$ cat config.mk
export PLATFORM = sky130hd
export DESIGN_NAME = mdio_mgmt_master
export DESIGN_NICKNAME = d
export VERILOG_FILES = /design/src/rtl/mdio_mgmt_master.sv
export SDC_FILE = /design/constraint.sdc
export NUM_CORES = 1
export LEC_CHECK = 0
export BUFFER_PORTS_ARGS = -buffer_cell sky130_fd_sc_hd__clkbuf_2
export CORE_MARGIN = 3
export CORE_UTILIZATION = 52
export DETAILED_ROUTE_END_ITERATION = 12
export PLACE_DENSITY = 0.79
export SYNTH_ARGS = -nofsm -noshare
export SYNTH_HDL_FRONTEND = slang
export SYNTH_SLANG_ARGS = --single-unit
$ cat constraint.sdc
create_clock -name clk -period 1.95 [get_ports clk]
set_clock_uncertainty 0.1 [all_clocks]
set_input_delay 0.195 -clock clk [delete_from_list [all_inputs] [get_ports clk]]
set_output_delay 0.195 -clock clk [all_outputs]
set_load 0.01 [all_outputs]
$ cat src/rtl/mdio_mgmt_master.sv
module mdio_mgmt_master #(
  parameter logic [7:0] PRESCALE_RST = 8'd4
) (
  input  logic        clk,
  input  logic        rst_n,
  input  logic [4:0]  bus_addr,
  input  logic        bus_we,
  input  logic [31:0] bus_wdata,
  output logic [31:0] bus_rdata,
  output logic        mdc,
  output logic        mdio_o,
  output logic        mdio_oe,
  input  logic        mdio_i
);
  localparam int FRAME_BITS = 64;
  localparam int TA_BIT     = 46;
  localparam int DATA_BIT   = 48;
  localparam logic [5:0] LAST_BIT = 6'(FRAME_BITS - 1);

  logic [7:0]  prescale, cnt;
  logic        pending, busy, op_rd, rd_err;
  logic        cmd_rd;
  logic [4:0]  cmd_phy, cmd_reg;
  logic [15:0] cmd_wd, rd_data;
  logic [FRAME_BITS-1:0] sh;
  logic [5:0]  bit_idx;

  wire cmd_wr = bus_we && bus_addr == 5'h08;
  wire cmd_ok = bus_wdata[31] && (bus_wdata[1] ^ bus_wdata[2]);
  wire cfg_wr = bus_we && bus_addr == 5'h10 && bus_wdata[7:0] != 8'd0;
  wire tick   = busy && cnt >= prescale;

  assign mdio_o  = busy & sh[FRAME_BITS-1];
  assign mdio_oe = busy & ~(op_rd & bit_idx >= 6'(TA_BIT));

  always_comb begin
    case (bus_addr)
      5'h00:   bus_rdata = {28'd0, busy, pending, 2'b00};
      5'h0C:   bus_rdata = {14'd0, {2{rd_err}}, rd_data};
      5'h10:   bus_rdata = {24'd0, prescale};
      default: bus_rdata = 32'd0;
    endcase
  end

  always_ff @(posedge clk) begin
    if (!rst_n) begin
      prescale <= PRESCALE_RST;
      pending  <= 1'b0;
      busy     <= 1'b0;
      op_rd    <= 1'b0;
      cmd_rd   <= 1'b0;
      cmd_phy  <= '0;
      cmd_reg  <= '0;
      cmd_wd   <= '0;
      sh       <= '0;
      bit_idx  <= '0;
      cnt      <= '0;
      mdc      <= 1'b0;
      rd_data  <= '0;
      rd_err   <= 1'b0;
    end else begin
      if (cfg_wr) prescale <= bus_wdata[7:0];

      if (cmd_wr && !pending && cmd_ok) begin
        pending <= 1'b1;
        cmd_rd  <= bus_wdata[2];
        cmd_phy <= bus_wdata[29:25];
        cmd_reg <= bus_wdata[24:20];
        cmd_wd  <= bus_wdata[19:4];
      end else if (pending && !busy) begin
        pending <= 1'b0;
        busy    <= 1'b1;
        op_rd   <= cmd_rd;
        bit_idx <= '0;
        cnt     <= '0;
        mdc     <= 1'b0;
        sh      <= {32'hFFFF_FFFF, 2'b01, cmd_rd ? 2'b10 : 2'b01, cmd_phy, cmd_reg,
                    cmd_rd ? 2'b11 : 2'b10, cmd_rd ? 16'hFFFF : cmd_wd};
        if (cmd_rd) begin
          rd_data <= '0;
          rd_err  <= 1'b0;
        end
      end

      if (busy) begin
        if (tick) begin
          cnt <= '0;
          mdc <= ~mdc;
          if (!mdc) begin
            if (op_rd && bit_idx == 6'(TA_BIT + 1) && mdio_i) rd_err <= 1'b1;
            if (op_rd && bit_idx >= 6'(DATA_BIT)) rd_data <= {rd_data[14:0], mdio_i};
          end else if (bit_idx == LAST_BIT) begin
            busy <= 1'b0;
          end else begin
            bit_idx <= bit_idx + 6'd1;
            sh      <= {sh[FRAME_BITS-2:0], 1'b1};
          end
        end else begin
          cnt <= cnt + 8'd1;
        end
      end
    end
  end

  AST_TAKE_CMD:     assert property (@(posedge clk) disable iff (!rst_n) pending && !busy |=> busy && !pending);
  AST_MDC_IDLE_LOW: assert property (@(posedge clk) disable iff (!rst_n) !busy |-> !mdc);
  AST_MDC_HOLD:     assert property (@(posedge clk) disable iff (!rst_n) busy && cnt < prescale |=> $stable(mdc));
  AST_PRESCALE_NZ:  assert property (@(posedge clk) disable iff (!rst_n) prescale != 8'd0);
  AST_CMD_HELD:     assert property (@(posedge clk) disable iff (!rst_n) pending && cmd_wr |=> $stable({cmd_rd, cmd_phy, cmd_reg, cmd_wd}));
  AST_END_RELEASE:  assert property (@(posedge clk) disable iff (!rst_n) $fell(busy) |-> !mdio_oe && !mdc);
endmodule

==> impl_metrics.json <==
{
  "regMostFlops": "sh",
  "overflow": 0,
  "maxCapViolCount": 0,
  "required_ns": 2.17,
  "power.total_mw": 6.14,
  "synth_xor_area_frac": 0.00439,
  "r2r-start": "prescale[1]$_SDFFE_PN0P_",
  "finalCritPeriodShare": 1.26,
  "p_seq_frac": 0.447,
  "comb_power_share": 0.038,
  "slew_viol_final": 0,
  "placed_area_um2": 6630,
  "ys_types": 49,
  "synth-edff-count": 0,
  "layout_common_cells": "129 x dfxtp_1, 99 x nor2_1, 71 x nor3_1",
  "reg2reg_slack_ns": -0.52,
  "start_kind": "flip-flop",
  "cp.arrival_ns": 2.68,
  "power_switching_mw": 1.35,
  "final-setup-viol-count": 97,
  "fmax_mhz": 405,
  "synth_top_family_by_area": "simple AND/OR/NAND/NOR gates",
  "fp-row-count": 38,
  "grt_setup_unrepaired": "yes",
  "p_clk_frac": 0.515,
  "io_pins": 76,
  "wl_um": 20000,
  "setup_ws_ns": -0.517,
  "violations": "negative setup slack",
  "tightest_slew_ns": 0.668,
  "clockBufferDepth": 2,
  "yosys_warnings": 0,
  "yosysSeqAreaShare": 0.448,
  "dp_hpwl_um": 8910,
  "grt_max_degree": 80,
  "track_usage": 0.280,
  "drt-initial-drc-count": 728,
  "fin_crit_ns": 2.47,
  "syn_to_final_growth_pct": 33.7,
  "hold_violations": 0,
  "via_count": 6162,
  "netlist_instances": 714,
  "top_regs": "sh (64), cmd_wd (16), rd_data (16)",
  "gp_congestion": 0.911,
  "antenna_found_initial": 0,
  "setup.worst_path.end_class": "flip-flop",
  "firstDrtPassIters": 5,
  "leakage_nw": 3.50,
  "p_int_mw": 4.79,
  "cp_max_fo": 16,
  "largest_register_ffs": 64,
  "outcome": "finished with violations",
  "syn_area_um2": 5990,
  "ys_async_sr_fraction": 0,
  "min_from": "bus_wdata[2]",
  "htreeDepth": 4,
  "powerDensity_nw_per_um2": 767,
  "drive_above_1_share": 0.246,
  "die_area_um2": 12800,
  "clock_latency_ns": 0.42,
  "via_per_inst": 6.28,
  "switching_share": 0.220,
  "setup_tns_ns": -34.95,
  "drc_errors": 0,
  "start_util": 0.543,
  "reg2reg_depth": 10,
  "min_to": "cmd_rd$_SDFFE_PN0P_",
  "die_y_um": 113,
  "synthAdderAreaFrac": 0.0230,
  "synth-simple-area-share": 0.256,
  "io_buffers": 60,
  "design_area_um2": 8010,
  "grt_pass1_wl_um": 28800,
  "peakVddDrop_uv": 666,
  "final_common_cell": "dfxtp_1",
  "core_area_um2": 11000,
  "synth_compound_area_frac": 0.123,
  "fin_util": 0.726,
  "avgSynthCellArea_um2": 8.39,
  "antenna_left": 0,
  "path_class": "flip-flop to flip-flop",
  "r2r_end": "sh[17]$_SDFF_PN0_",
  "clock-sinks": 134,
  "grt_pass1_vias": 5772,
  "slew_headroom": 0.554,
  "synth_seq_cells": 134,
  "synth_mux_area_frac": 0.0735,
  "path_clk_slew_ns": 0.06,
  "num-nets-final": 880,
  "wl_per_cell_um": 20.4,
  "antennaDiodeCount": 0,
  "critPathLaunch": "prescale[1]$_SDFFE_PN0P_",
  "cts_buffers": 17,
  "holdCritPathClass": "primary input to flip-flop",
  "tritoncts": "built",
  "post-place-ws_ns": -0.266,
  "root_buffer": "clkbuf_16",
  "die_w_um": 113,
  "min_path_cells": 3,
  "ys.flop_type": "dfxtp_1"
}
-- critical path, stage by stage (launching register included) --
cell and delay (ns):
dfxtp_2 0.33, inv_2 0.06, ha_4 0.27, nor2b_4 0.15
o211ai_1 0.14, buf_4 0.18, a31o_4 0.23, a21boi_4 0.28
buf_8 0.21, nor3_1 0.11, nor3_2 0.29
-- cells in the mapped netlist (15+ instances only) --
cell type,count,area (µm²)
mux2i_1,44,440
inv_1,21,78.8
nand2_1,59,221
nor2_1,100,375
o211ai_1,16,120
buf_4,20,150
buf_2,15,75.1
nor2b_1,15,93.8
or3_1,15,93.8
dfxtp_1,134,2680
a21oi_1,33,165
clkbuf_1,28,105
nand3_1,20,100
nor3_1,77,385
-- power by group through the flow --
stage               logic [mW]  registers [mW]  clock network [mW]
floorplan                0.104            2.81                   0
global placement         0.159            2.81                   0
detailed placement       0.162            2.81                   0
CTS                      0.213            2.75                3.11
global route             0.247            2.75                3.26
finish                   0.235            2.75                3.16
-- per-stage QoR --
step	cells	hold slack, ns
after global placement	901	0.326
after CTS	977	0.00269
after floorplan	727	0.239
final	981	0.0234
after global routing	981	0.0438
after detailed placement	901	0.334
-- routing by layer --
layer | vias up | share of wire | global-route usage
met5 | - | 0 | 0.00784
met4 | 0 | 0.065 | 0.156
met3 | 134 | 0.080 | 0.0620
met2 | 427 | 0.48 | 0.471
met1 | 2904 | 0.38 | 0.330
li1 | 2697 | - | -
-- worst max-delay path by stage --
| stage | slack (ns) | end |
|---|---|---|
| floorplan | -0.03 | rd_data[11]$_SDFF_PN0_ |
| global placement | -0.15 | sh[27]$_SDFF_PN0_ |
| detailed placement | -0.27 | sh[25]$_SDFF_PN0_ |
| CTS | -0.27 | sh[5]$_SDFF_PN0_ |
| global route | -0.59 | sh[36]$_SDFF_PN0_ |
| finish | -0.52 | sh[17]$_SDFF_PN0_ |
-- logic make-up after synthesis --
group,after synthesis
fa+ha+maj,11
xor+xnor,3
flops,134
other cells,1
simple gates,326
buf+inv,88
compound gates,107
mux,44
-- repair_timing --
| item | 4_1_cts | 5_1_grt |
|---|---|---|
| hold endpoints to repair | 28 | 0 |
| gates resized for setup | 33 | 46 |
| endpoints found under the setup margin | 98 | 98 |
| pin swaps | 37 | 33 |
| hold buffers | 28 | 0 |
| buffers inserted | 12 | 6 |
| gates cloned | 4 | 2 |
-- area by class of cell --
| type | count | area (µm²) |
|---|---|---|
| Multi-Input combinational cell | 506 | 3200 |
| Fill cell | 679 | 3020 |
| Sequential cell | 134 | 2690 |
| Timing Repair Buffer | 148 | 1290 |
| Clock buffer | 24 | 472 |
| Tap cell | 140 | 175 |
| Clock inverter | 8 | 98.8 |
| Inverter | 21 | 81.3 |
Note: power is estimated with default switching activity, not from simulation.
